[src/rtl/lrc_pkg.sv]
// Package: shared verdict type for the load store-conflict check unit.
// Assumes nothing beyond being compiled before the modules that import it.
package lrc_pkg;

    typedef enum logic [1:0] {
        LRC_BLOCK   = 2'd0,
        LRC_GRANT   = 2'd1,
        LRC_FORWARD = 2'd2
    } lrc_verdict_e;

endpackage

[src/rtl/lrc_entry_cmp.sv]
// Module: lrc_entry_cmp
// Compares one store entry against the presented load. It classifies the store
// as older or not from circular distances to the reorder-buffer head, flags an
// unknown address on an older store, and reports word-level and exact hits.
// Assumes the tag width equals log2 of a power-of-two reorder-buffer depth, so
// unsigned subtraction wraps exactly modulo the depth.
module lrc_entry_cmp #(
    parameter int ADDR_W = 8,
    parameter int TAG_W  = 3,
    parameter int OFF_W  = 2
) (
    input  logic              st_valid_i,
    input  logic              st_known_i,
    input  logic [ADDR_W-1:0] st_addr_i,
    input  logic [TAG_W-1:0]  st_tag_i,
    input  logic [ADDR_W-1:0] ld_addr_i,
    input  logic [TAG_W-1:0]  ld_tag_i,
    input  logic [TAG_W-1:0]  head_i,
    output logic              unknown_o,
    output logic              word_hit_o,
    output logic              exact_hit_o,
    output logic [TAG_W-1:0]  dist_o
);

    logic [TAG_W-1:0] ld_dist;
    logic             is_older;
    logic             same_word;
    logic             same_off;

    // Purpose: circular distances from the head and the resulting age order.
    always_comb begin
        dist_o   = st_tag_i - head_i;
        ld_dist  = ld_tag_i - head_i;
        is_older = st_valid_i && (dist_o < ld_dist);
    end

    // Purpose: split the address compare into word part and in-word offset.
    always_comb begin
        same_word = (st_addr_i[ADDR_W-1:OFF_W] == ld_addr_i[ADDR_W-1:OFF_W]);
        same_off  = (st_addr_i[OFF_W-1:0] == ld_addr_i[OFF_W-1:0]);
    end

    // Purpose: classify the entry for the picker and the decision logic.
    always_comb begin
        unknown_o   = is_older && !st_known_i;
        word_hit_o  = is_older && st_known_i && same_word;
        exact_hit_o = word_hit_o && same_off;
    end

endmodule

[src/rtl/lrc_youngest_pick.sv]
// Module: lrc_youngest_pick
// Among entries flagged as hits, selects the one farthest from the head, that
// is, the youngest older store. Assumes hitting entries carry distinct
// distances (distinct tags). On a tie the lowest index wins.
module lrc_youngest_pick #(
    parameter int NUM_ST = 4,
    parameter int TAG_W  = 3,
    parameter int SEL_W  = 2
) (
    input  logic [NUM_ST-1:0]       hit_i,
    input  logic [NUM_ST*TAG_W-1:0] dist_i,
    output logic                    found_o,
    output logic [SEL_W-1:0]        sel_o
);

    logic [TAG_W-1:0] best_dist;
    logic [TAG_W-1:0] sel_dist;

    // Purpose: linear scan keeping the hit with the largest head distance.
    always_comb begin
        found_o   = 1'b0;
        sel_o     = '0;
        best_dist = '0;
        for (int i = 0; i < NUM_ST; i++) begin
            if (hit_i[i] && (!found_o || dist_i[i*TAG_W +: TAG_W] > best_dist)) begin
                found_o   = 1'b1;
                sel_o     = SEL_W'(i);
                best_dist = dist_i[i*TAG_W +: TAG_W];
            end
        end
    end

    // Purpose: distance of the chosen entry, read back for the check below.
    always_comb sel_dist = dist_i[sel_o*TAG_W +: TAG_W];

    // Purpose: no hitting entry may be younger than the selected one.
    always_comb begin
        for (int j = 0; j < NUM_ST; j++) begin
            if (found_o && hit_i[j]) begin
                assert_youngest_pick_R7: assert (dist_i[j*TAG_W +: TAG_W] <= sel_dist);
            end
        end
    end

endmodule

[src/rtl/lrc_decide.sv]
// Module: lrc_decide
// Turns the per-load summary into a verdict: block, plain grant, or grant with
// forwarding. An unknown older address dominates. Any hit without a ready,
// exact youngest source blocks.
module lrc_decide
    import lrc_pkg::*;
(
    input  logic         ld_valid_i,
    input  logic         fwd_en_i,
    input  logic         any_unknown_i,
    input  logic         found_i,
    input  logic         sel_exact_i,
    input  logic         sel_ready_i,
    output lrc_verdict_e verdict_o
);

    // Purpose: priority-ordered verdict selection.
    always_comb begin
        if (!ld_valid_i || any_unknown_i) begin
            verdict_o = LRC_BLOCK;
        end else if (!found_i) begin
            verdict_o = LRC_GRANT;
        end else if (fwd_en_i && sel_exact_i && sel_ready_i) begin
            verdict_o = LRC_FORWARD;
        end else begin
            verdict_o = LRC_BLOCK;
        end
    end

endmodule

[src/rtl/load_raw_check.sv]
// Module: load_raw_check (top)
// Decides whether a load may access memory while older stores still wait in
// the reorder buffer, and optionally forwards the youngest matching store's
// data. The decision is combinational and registered once. Flush and reset
// clear the register. Assumes ROB_DEPTH is a power of two, valid stores carry
// distinct tags, and the load tag differs from every valid store tag.
module load_raw_check
    import lrc_pkg::*;
#(
    parameter int ROB_DEPTH  = 8,
    parameter int NUM_ST     = 4,
    parameter int ADDR_W     = 8,
    parameter int DATA_W     = 8,
    parameter int WORD_BYTES = 4,
    localparam int TAG_W     = $clog2(ROB_DEPTH),
    localparam int OFF_W     = $clog2(WORD_BYTES),
    localparam int SEL_W     = (NUM_ST > 1) ? $clog2(NUM_ST) : 1
) (
    input  logic                     clk,
    input  logic                     rst_n,
    input  logic                     flush_i,
    input  logic                     fwd_en_i,
    input  logic                     ld_valid_i,
    input  logic [ADDR_W-1:0]        ld_addr_i,
    input  logic [TAG_W-1:0]         ld_tag_i,
    input  logic [TAG_W-1:0]         rob_head_i,
    input  logic [NUM_ST-1:0]        st_valid_i,
    input  logic [NUM_ST-1:0]        st_addr_known_i,
    input  logic [NUM_ST-1:0]        st_data_ready_i,
    input  logic [NUM_ST*TAG_W-1:0]  st_tag_i,
    input  logic [NUM_ST*ADDR_W-1:0] st_addr_i,
    input  logic [NUM_ST*DATA_W-1:0] st_data_i,
    output logic                     grant_o,
    output logic                     fwd_valid_o,
    output logic [DATA_W-1:0]        fwd_data_o
);

    logic [NUM_ST-1:0]       unknown_vec;
    logic [NUM_ST-1:0]       word_hit_vec;
    logic [NUM_ST-1:0]       exact_vec;
    logic [NUM_ST*TAG_W-1:0] dist_vec;
    logic                    any_unknown;
    logic                    found;
    logic [SEL_W-1:0]        sel;
    logic                    sel_exact;
    logic                    sel_ready;
    logic [DATA_W-1:0]       sel_data;
    lrc_verdict_e            verdict;

    // One comparator per store entry.
    for (genvar g = 0; g < NUM_ST; g++) begin : g_entry
        lrc_entry_cmp #(
            .ADDR_W (ADDR_W),
            .TAG_W  (TAG_W),
            .OFF_W  (OFF_W)
        ) cmp_i (
            .st_valid_i  (st_valid_i[g]),
            .st_known_i  (st_addr_known_i[g]),
            .st_addr_i   (st_addr_i[g*ADDR_W +: ADDR_W]),
            .st_tag_i    (st_tag_i[g*TAG_W +: TAG_W]),
            .ld_addr_i   (ld_addr_i),
            .ld_tag_i    (ld_tag_i),
            .head_i      (rob_head_i),
            .unknown_o   (unknown_vec[g]),
            .word_hit_o  (word_hit_vec[g]),
            .exact_hit_o (exact_vec[g]),
            .dist_o      (dist_vec[g*TAG_W +: TAG_W])
        );
    end

    lrc_youngest_pick #(
        .NUM_ST (NUM_ST),
        .TAG_W  (TAG_W),
        .SEL_W  (SEL_W)
    ) pick_i (
        .hit_i   (word_hit_vec),
        .dist_i  (dist_vec),
        .found_o (found),
        .sel_o   (sel)
    );

    // Purpose: reduce unknown flags and fetch the selected entry's attributes.
    always_comb begin
        any_unknown = |unknown_vec;
        sel_exact   = exact_vec[sel];
        sel_ready   = st_data_ready_i[sel];
        sel_data    = st_data_i[sel*DATA_W +: DATA_W];
    end

    lrc_decide decide_i (
        .ld_valid_i    (ld_valid_i),
        .fwd_en_i      (fwd_en_i),
        .any_unknown_i (any_unknown),
        .found_i       (found),
        .sel_exact_i   (sel_exact),
        .sel_ready_i   (sel_ready),
        .verdict_o     (verdict)
    );

    // Purpose: register the verdict; reset and flush clear it.
    always_ff @(posedge clk) begin
        if (!rst_n || flush_i) begin
            grant_o     <= 1'b0;
            fwd_valid_o <= 1'b0;
            fwd_data_o  <= '0;
        end else begin
            grant_o     <= (verdict != LRC_BLOCK);
            fwd_valid_o <= (verdict == LRC_FORWARD);
            fwd_data_o  <= (verdict == LRC_FORWARD) ? sel_data : '0;
        end
    end

    assert_unknown_blocks_R3: assert property (@(posedge clk) disable iff (!rst_n)
        (ld_valid_i && (|unknown_vec)) |=> !grant_o);

    assert_not_ready_no_fwd_R8: assert property (@(posedge clk) disable iff (!rst_n)
        (found && !st_data_ready_i[sel]) |=> !fwd_valid_o);

    assert_fwd_needs_grant_R6: assert property (@(posedge clk) disable iff (!rst_n)
        fwd_valid_o |-> grant_o);

    assert_flush_clears_R10: assert property (@(posedge clk) disable iff (!rst_n)
        flush_i |=> (!grant_o && !fwd_valid_o && fwd_data_o == '0));

    assert_idle_no_grant_R11: assert property (@(posedge clk) disable iff (!rst_n)
        !ld_valid_i |=> (!grant_o && !fwd_valid_o));

    assert_partial_blocks_R9: assert property (@(posedge clk) disable iff (!rst_n)
        (found && !exact_vec[sel]) |=> !grant_o);

endmodule

[config.mk]
export PLATFORM = sky130hd
export DESIGN_NAME = load_raw_check
export DESIGN_NICKNAME = d
export VERILOG_FILES = /design/src/rtl/lrc_pkg.sv /design/src/rtl/lrc_entry_cmp.sv /design/src/rtl/lrc_youngest_pick.sv /design/src/rtl/lrc_decide.sv /design/src/rtl/load_raw_check.sv
export SDC_FILE = /design/constraint.sdc
export NUM_CORES = 1
export LEC_CHECK = 0
export BUFFER_PORTS_ARGS = -buffer_cell sky130_fd_sc_hd__buf_2
export CAP_MARGIN = 20
export CORE_MARGIN = 1.5
export CORE_UTILIZATION = 48
export DETAILED_ROUTE_END_ITERATION = 12
export GPL_TIMING_DRIVEN = 0
export MAX_ROUTING_LAYER = met4
export PLACE_DENSITY = 0.87
export SLEW_MARGIN = 30
export SYNTH_ARGS = -nofsm -noshare
export SYNTH_HDL_FRONTEND = slang
export SYNTH_SLANG_ARGS = --single-unit
[constraint.sdc]
create_clock -name clk -period 19.8 [get_ports clk]
set_input_delay 4.95 -clock clk [delete_from_list [all_inputs] [get_ports clk]]
set_output_delay 4.95 -clock clk [all_outputs]
set_load 0.02 [all_outputs]
---- After elaboration in Yosys (flattened, before gate mapping) ----
Index checks and enable logic that the tools add are counted.
word-level totals
  output and inout port bits .............. 10
  flip-flop bits (word level) ............. 10
  bits of input ports ..................... 107
  word-level logic and storage cells ...... 86
cells by class
  equality and inequality tests ........... 9
  reductions and logical operators ........ 42
  shift-type cells ........................ 1
  mux-type cells .......................... 17
  magnitude comparators ................... 8
  add/sub/neg operators ................... 5
  bitwise gates (word level) .............. 1
operator list
  kind                number
  $shiftx 32x6->8     1
  $logic_and 1x1->1   25
  $eq 6x6->1          4
  $sub 3x3->3         5
  $lt 3x3->1          4
  $mux 2              5
  $gt 3x3->1          3
  $logic_not 1->1     9
  $mux 3              3
  $eq 2x2->1          4
  $mux 1              7
  $logic_or 1x1->1    5
  $bmux 1 s2          2
  $reduce_or 4->1     1
  $lt 2x3->1 const B  1
  $eq 2x2->1 const B  1
  $reduce_bool 2->1   1
  $reduce_or 2->1     1
  $not 1->1           1

---- Depth between registers and ports, before layout ----
  depth in word-level cells ............... 28
  mapped depth ............................ 38
  gate-level depth less buffers ........... 35

---- Cells and area by module ----
From an unflattened synthesis, not the netlist that was laid out.
unflattened totals
  cell total of the unflattened synthesis .. 235
  area, all modules ....................... 2087.0 µm²
modules (own cells, without submodules)
  module                                area each (µm²)  sequential area each (µm²)  instances  cells an instance
  lrc_entry_cmp (g_entry[0].cmp_i ...)  296.5            0.0                         3          38
  load_raw_check                        531.8            200.2                       1          35
  lrc_youngest_pick                     342.8            0.0                         1          46
  lrc_entry_cmp (g_entry[2].cmp_i)      292.8            0.0                         1          36
  lrc_decide                            30.0             0.0                         1          4

---- Least setup slack after synthesis ----
OpenSTA, ideal clock, no wires.
  kind .................................... input-to-reg
  from .................................... input ld_tag_i[0]
  to ...................................... register grant_o
  path slack .............................. 8.297 ns
  data required time ...................... 19.657 ns
  setup time .............................. 0.143 ns
  data arrival time ....................... 11.360 ns
  buffers on the path ..................... 3
  cell stages on the path ................. 35
  path through ............................ inv_1 -> ha_1 -> inv_1 -> fa_1 -> inv_1 -> ha_1 -> and2_1 -> o311a_4 -> nor3_4 -> nand2_1 -> ha_1 -> nor2b_1 -> o21a_1 -> o21ai_0 -> a21boi_2 -> buf_4 -> buf_6 -> o21a_1 -> ha_1 -> nor2b_1 -> o21ai_0 -> inv_1 -> o21ai_0 -> o21ai_2 -> nand3_1 -> mux2_2 -> ha_1 -> o21ai_0 -> inv_1 -> o21ai_0 -> o21ai_0 -> a32o_1 -> buf_6 -> o221ai_4 -> o31ai_1
between the ends
  longest elaborated chain between the ends .. 26
  elaborated cells on any way between the ends .. 59
  classes of those cells .................. add/sub: 1; order compare: 7; mux: 17; reduce/logical: 34
ends and longest elaborated chain
  element                                               RTL line                 text
  start: declaration                                    load_raw_check.sv:25     input logic [TAG_W-1:0] ld_tag_i,
  $sub 3x3->3 *                                         lrc_entry_cmp.sv:33      ld_dist = ld_tag_i - head_i;
  $lt 3x3->1                                            lrc_entry_cmp.sv:34      is_older = st_valid_i && (dist_o < ld_dist);
  $logic_and 1x1->1                                     lrc_entry_cmp.sv:34
  $logic_and 1x1->1 (2 in series)                       lrc_entry_cmp.sv:46      word_hit_o = is_older && st_known_i && same_word;
  $mux 3 / $mux 1 (equally long branches)               lrc_youngest_pick.sv:25  if (hit_i[i] && (!found_o || dist_i[i*TAG_W +: TAG_W] > best_dist)) begin
  $gt 3x3->1 / $logic_not 1->1 (equally long branches)  lrc_youngest_pick.sv:25
  $logic_or 1x1->1                                      lrc_youngest_pick.sv:25
  $logic_and 1x1->1                                     lrc_youngest_pick.sv:25
  (+8 left out)                                         --
  $mux 2                                                lrc_youngest_pick.sv:25
  $bmux 1 s2                                            load_raw_check.sv:85     sel_exact = exact_vec[sel];
  $mux 1 (not written as such)                          load_raw_check.sv:85
  $logic_and 1x1->1 (2 in series)                       lrc_decide.sv:23         end else if (fwd_en_i && sel_exact_i && sel_ready_i) begin
  $mux 2                                                lrc_decide.sv:23
  $mux 2                                                lrc_decide.sv:21         end else if (!found_i) begin
  $mux 2 *                                              lrc_decide.sv:19         if (!ld_valid_i || any_unknown_i) begin
  $reduce_bool 2->1 *                                   load_raw_check.sv:107    grant_o <= (verdict != LRC_BLOCK);
  end signal: assignment                                load_raw_check.sv:107
  end: declaration                                      load_raw_check.sv:33     output logic grant_o,
Every way passes the cells marked *; elsewhere a longest branch is shown, timed or not. The select of a mux whose other input is x is not followed.
A chain may end at the register's enable or synchronous reset.

---- Worst setup path after layout ----
  from .................................... input rob_head_i[0]
  to ...................................... register grant_o
between the ends
  longest elaborated chain between the ends .. 26
  elaborated cells on any way between the ends .. 63
  classes of those cells .................. add/sub: 5; order compare: 7; mux: 17; reduce/logical: 34
ends and longest elaborated chain
  element                                               RTL line                                  text
  start: declaration                                    load_raw_check.sv:26                      input logic [TAG_W-1:0] rob_head_i,
  $sub 3x3->3, on equally long branches                 lrc_entry_cmp.sv:32, lrc_entry_cmp.sv:33
  $lt 3x3->1                                            lrc_entry_cmp.sv:34
  $logic_and 1x1->1                                     lrc_entry_cmp.sv:34
  $logic_and 1x1->1 (2 in series)                       lrc_entry_cmp.sv:46
  $mux 3 / $mux 1 (equally long branches)               lrc_youngest_pick.sv:25
  $gt 3x3->1 / $logic_not 1->1 (equally long branches)  lrc_youngest_pick.sv:25
  $logic_or 1x1->1                                      lrc_youngest_pick.sv:25
  $logic_and 1x1->1                                     lrc_youngest_pick.sv:25
  (+8 left out)                                         --
  $mux 2                                                lrc_youngest_pick.sv:25
  $bmux 1 s2                                            load_raw_check.sv:85
  $mux 1 (not written as such)                          load_raw_check.sv:85
  $logic_and 1x1->1 (2 in series)                       lrc_decide.sv:23
  $mux 2                                                lrc_decide.sv:23
  $mux 2                                                lrc_decide.sv:21
  $mux 2 *                                              lrc_decide.sv:19
  $reduce_bool 2->1 *                                   load_raw_check.sv:107
Marked as above.

==> results.md <==
- Dominant cell type by area after synthesis: ha_1
- Largest net degree at the start of global routing: 11
- Share of cells above drive strength 1: 40.95%
- Core area: 4000 µm²
- First-pass DRT Iterations: 4
- Antenna Diode Count: 0
- Crit path depth: 35
- Final Max Slew Viols: 0
- Area Growth Syn to Fin: 34.85%
- Routed WL per cell: 13.23 µm
- Num CTS Buffers: 3
- CP max FO: 10
- GRT Total Usage: 24.92%
- Pwr Total: 0.1038 mW
- Synth async-reset ratio: 0%
- Synth cell types: 53
- Fill count: 339
- Top cells by count, synth: inv_1, xnor2_1, ha_1
- Relative slew slack: 49.31%
- Setup violations, final: 0
- Synth top area share: 11.24%
- Via count: 2187
- GR met2 Demand/Resource: 45.71%
- Hold Crit Depth: 3
- Seq/Total Area, Yosys: 9.994%
- Initial core utilization: 50.08%
- First-pass GRT wire length: 8583 µm
- Required time of the critical path: 19900 ps
- Cells after Synth: 239
- Number of global-route vias before repair: 2051
- Cell Area, Synth: 2003 µm²
- Family with the most delay on the worst path: compound AO/OA/AOI/OAI gates
- Power Dens Cells: 38.42 nW/µm²
- Io pins: 117
- CP Launch Type: input pin
- DRT antenna net count: 0
- Syn nets: 369
- Chip width: 67.60 µm
- Worst-case hold slack: 4966 ps
- Syn Area/Cell: 8.381 µm²
- Number of cell rows: 23
- Most numerous cell in the Yosys netlist: inv_1
- Root buf cell: clkbuf_8
- Clock buffer depth: 2
- Die area: 4570 µm²
- Clock Sinks: 10
- Final min period: 12420 ps
- Crit path arrival time: 12520 ps
- Setup crit end kind: flop
- Global route hottest layer: met2
- Met3 usage: 2.167%
- Resize count post-CTS: 0
- Slowest cell on crit path: fa_1
- CTS tree: built
- Met1 Use GR: 27.97%
- Max Cap Violations: 0
- Port bufs: 116
- Post-CTS Setup Inserts: 0
- Worst-margin pin slew: 757.0 ps
- Crit path top cell by count: o21ai_0
- 1st-iter DRT viols: 84
- Storage cell area: 200.2 µm²
- EDFF count, synth: 0
- Final Worst Setup Slack: 7380 ps
- Buf/Inv on CP: 8
- Status: finished, final reports clean
- Slowest cell delay on critical path: 490 ps
- Top area cells in the synthesized netlist: ha_1, xnor2_1, dfxtp_1, xor2_1, a2111oi_2
- Final Core Density: 67.53%
- # nets final: 490
- Hold-fix buffers at CTS: 0
- Clock Pin Slew Worst Setup and Hold Paths: 50 ps
- Seq cells post-synth: 10
- Dpl ws: 7168 ps
- Area after DPL: 2646 µm²
- GR Overflow Total: 0
- Final Non-Filler Cells: 409
- Peak supply drop: 15.87 µV
- CP Class: input pin to flop
- RSZ-0062 raised after global routing: false
- Final Instance Area: 2701 µm²
- Leakage: 1.331 nW
- Initial antenna violation count: 0
- Final worst-path cycle share: 62.73%
- # H-tree levels: 1
- Die Y: 67.60 µm
- GPL Wtd Cong: 0.8471
- Hold crit path type: input pin to flop
- Yosys warns: 0
- Hpwl dp: 4722 µm
- Final wirelength: 5411 µm
- DRC Markers: 0
- Synth Flop Type: dfxtp_1
- Fmax: 0.08051 GHz
- TNS Setup: 0 ps
- Post-DR vias/cell: 5.347
- Final hold violation count: 0
- DP Cell Count: 405
- Multi-input combinational cell area: 1659 µm²
cells by family after synthesis:
kind of cell	Yosys count	synth area share (%)
flip-flops	10	9.994
XOR/XNOR	42	18.74
multiplexers	4	2.186
AO/OA/AOI/OAI	55	24.55
buffers and inverters	33	7.183
AND/OR/NAND/NOR	71	20.55
adder cells (fa/ha/maj)	24	16.80
where the power goes:
group          internal (mW)  leakage [nW]  total, mW  switching (mW)
clock                 0.0175        0.0288     0.0261         0.00858
combinational         0.0276          1.22     0.0574          0.0297
sequential            0.0203        0.0806     0.0203       0.0000340
total                 0.0654          1.33      0.104          0.0384
worst paths after layout:
| check | end | slack, ps | from |
|---|---|---|---|
| setup / recovery | grant_o$_SDFF_PP0_ | 7380 | rob_head_i[0] |
| hold / removal | fwd_data_o[0]$_SDFF_PP0_ | 4970 | st_data_i[24] |
cell usage in the layout, fill, tap and decap left out, types with 3 or more instances in the layout:
cell type / n
nand2_1: 9
ha_1: 18
dfxtp_1: 10
xor2_1: 16
nand2b_1: 6
o21a_1: 3
nand4_1: 5
a2111oi_2: 8
mux2_2: 3
o211ai_1: 3
clkbuf_8: 4
a211oi_1: 9
fa_1: 5
nor4_1: 4
nor2_1: 15
xnor2_1: 25
nor2b_1: 11
o21ai_0: 8
a21oi_1: 5
inv_1: 28
buf_2: 117
nand3_1: 8
nor4b_1: 3
layer usage:
layer	up-vias	part of all wire, %
met2	90	52
met1	994	40
li1	1094	-
met3	9	6.4
met4	0	1.6
met5	-	0
flip-flops by register name (all words and copies together), names as in the netlist:
signal,count
fwd_data_o,8
fwd_valid_o,1
grant_o,1
area by class of cell:
class	instances	area share [%]
inverter	29	4.030
sequential	10	7.411
clock buffer	4	2.038
buffer	4	1.297
multi-input combinational	196	61.42
timing repair buffer	116	21.49
tap	50	2.316
No activity file was read; power rests on OpenSTA's default activity.
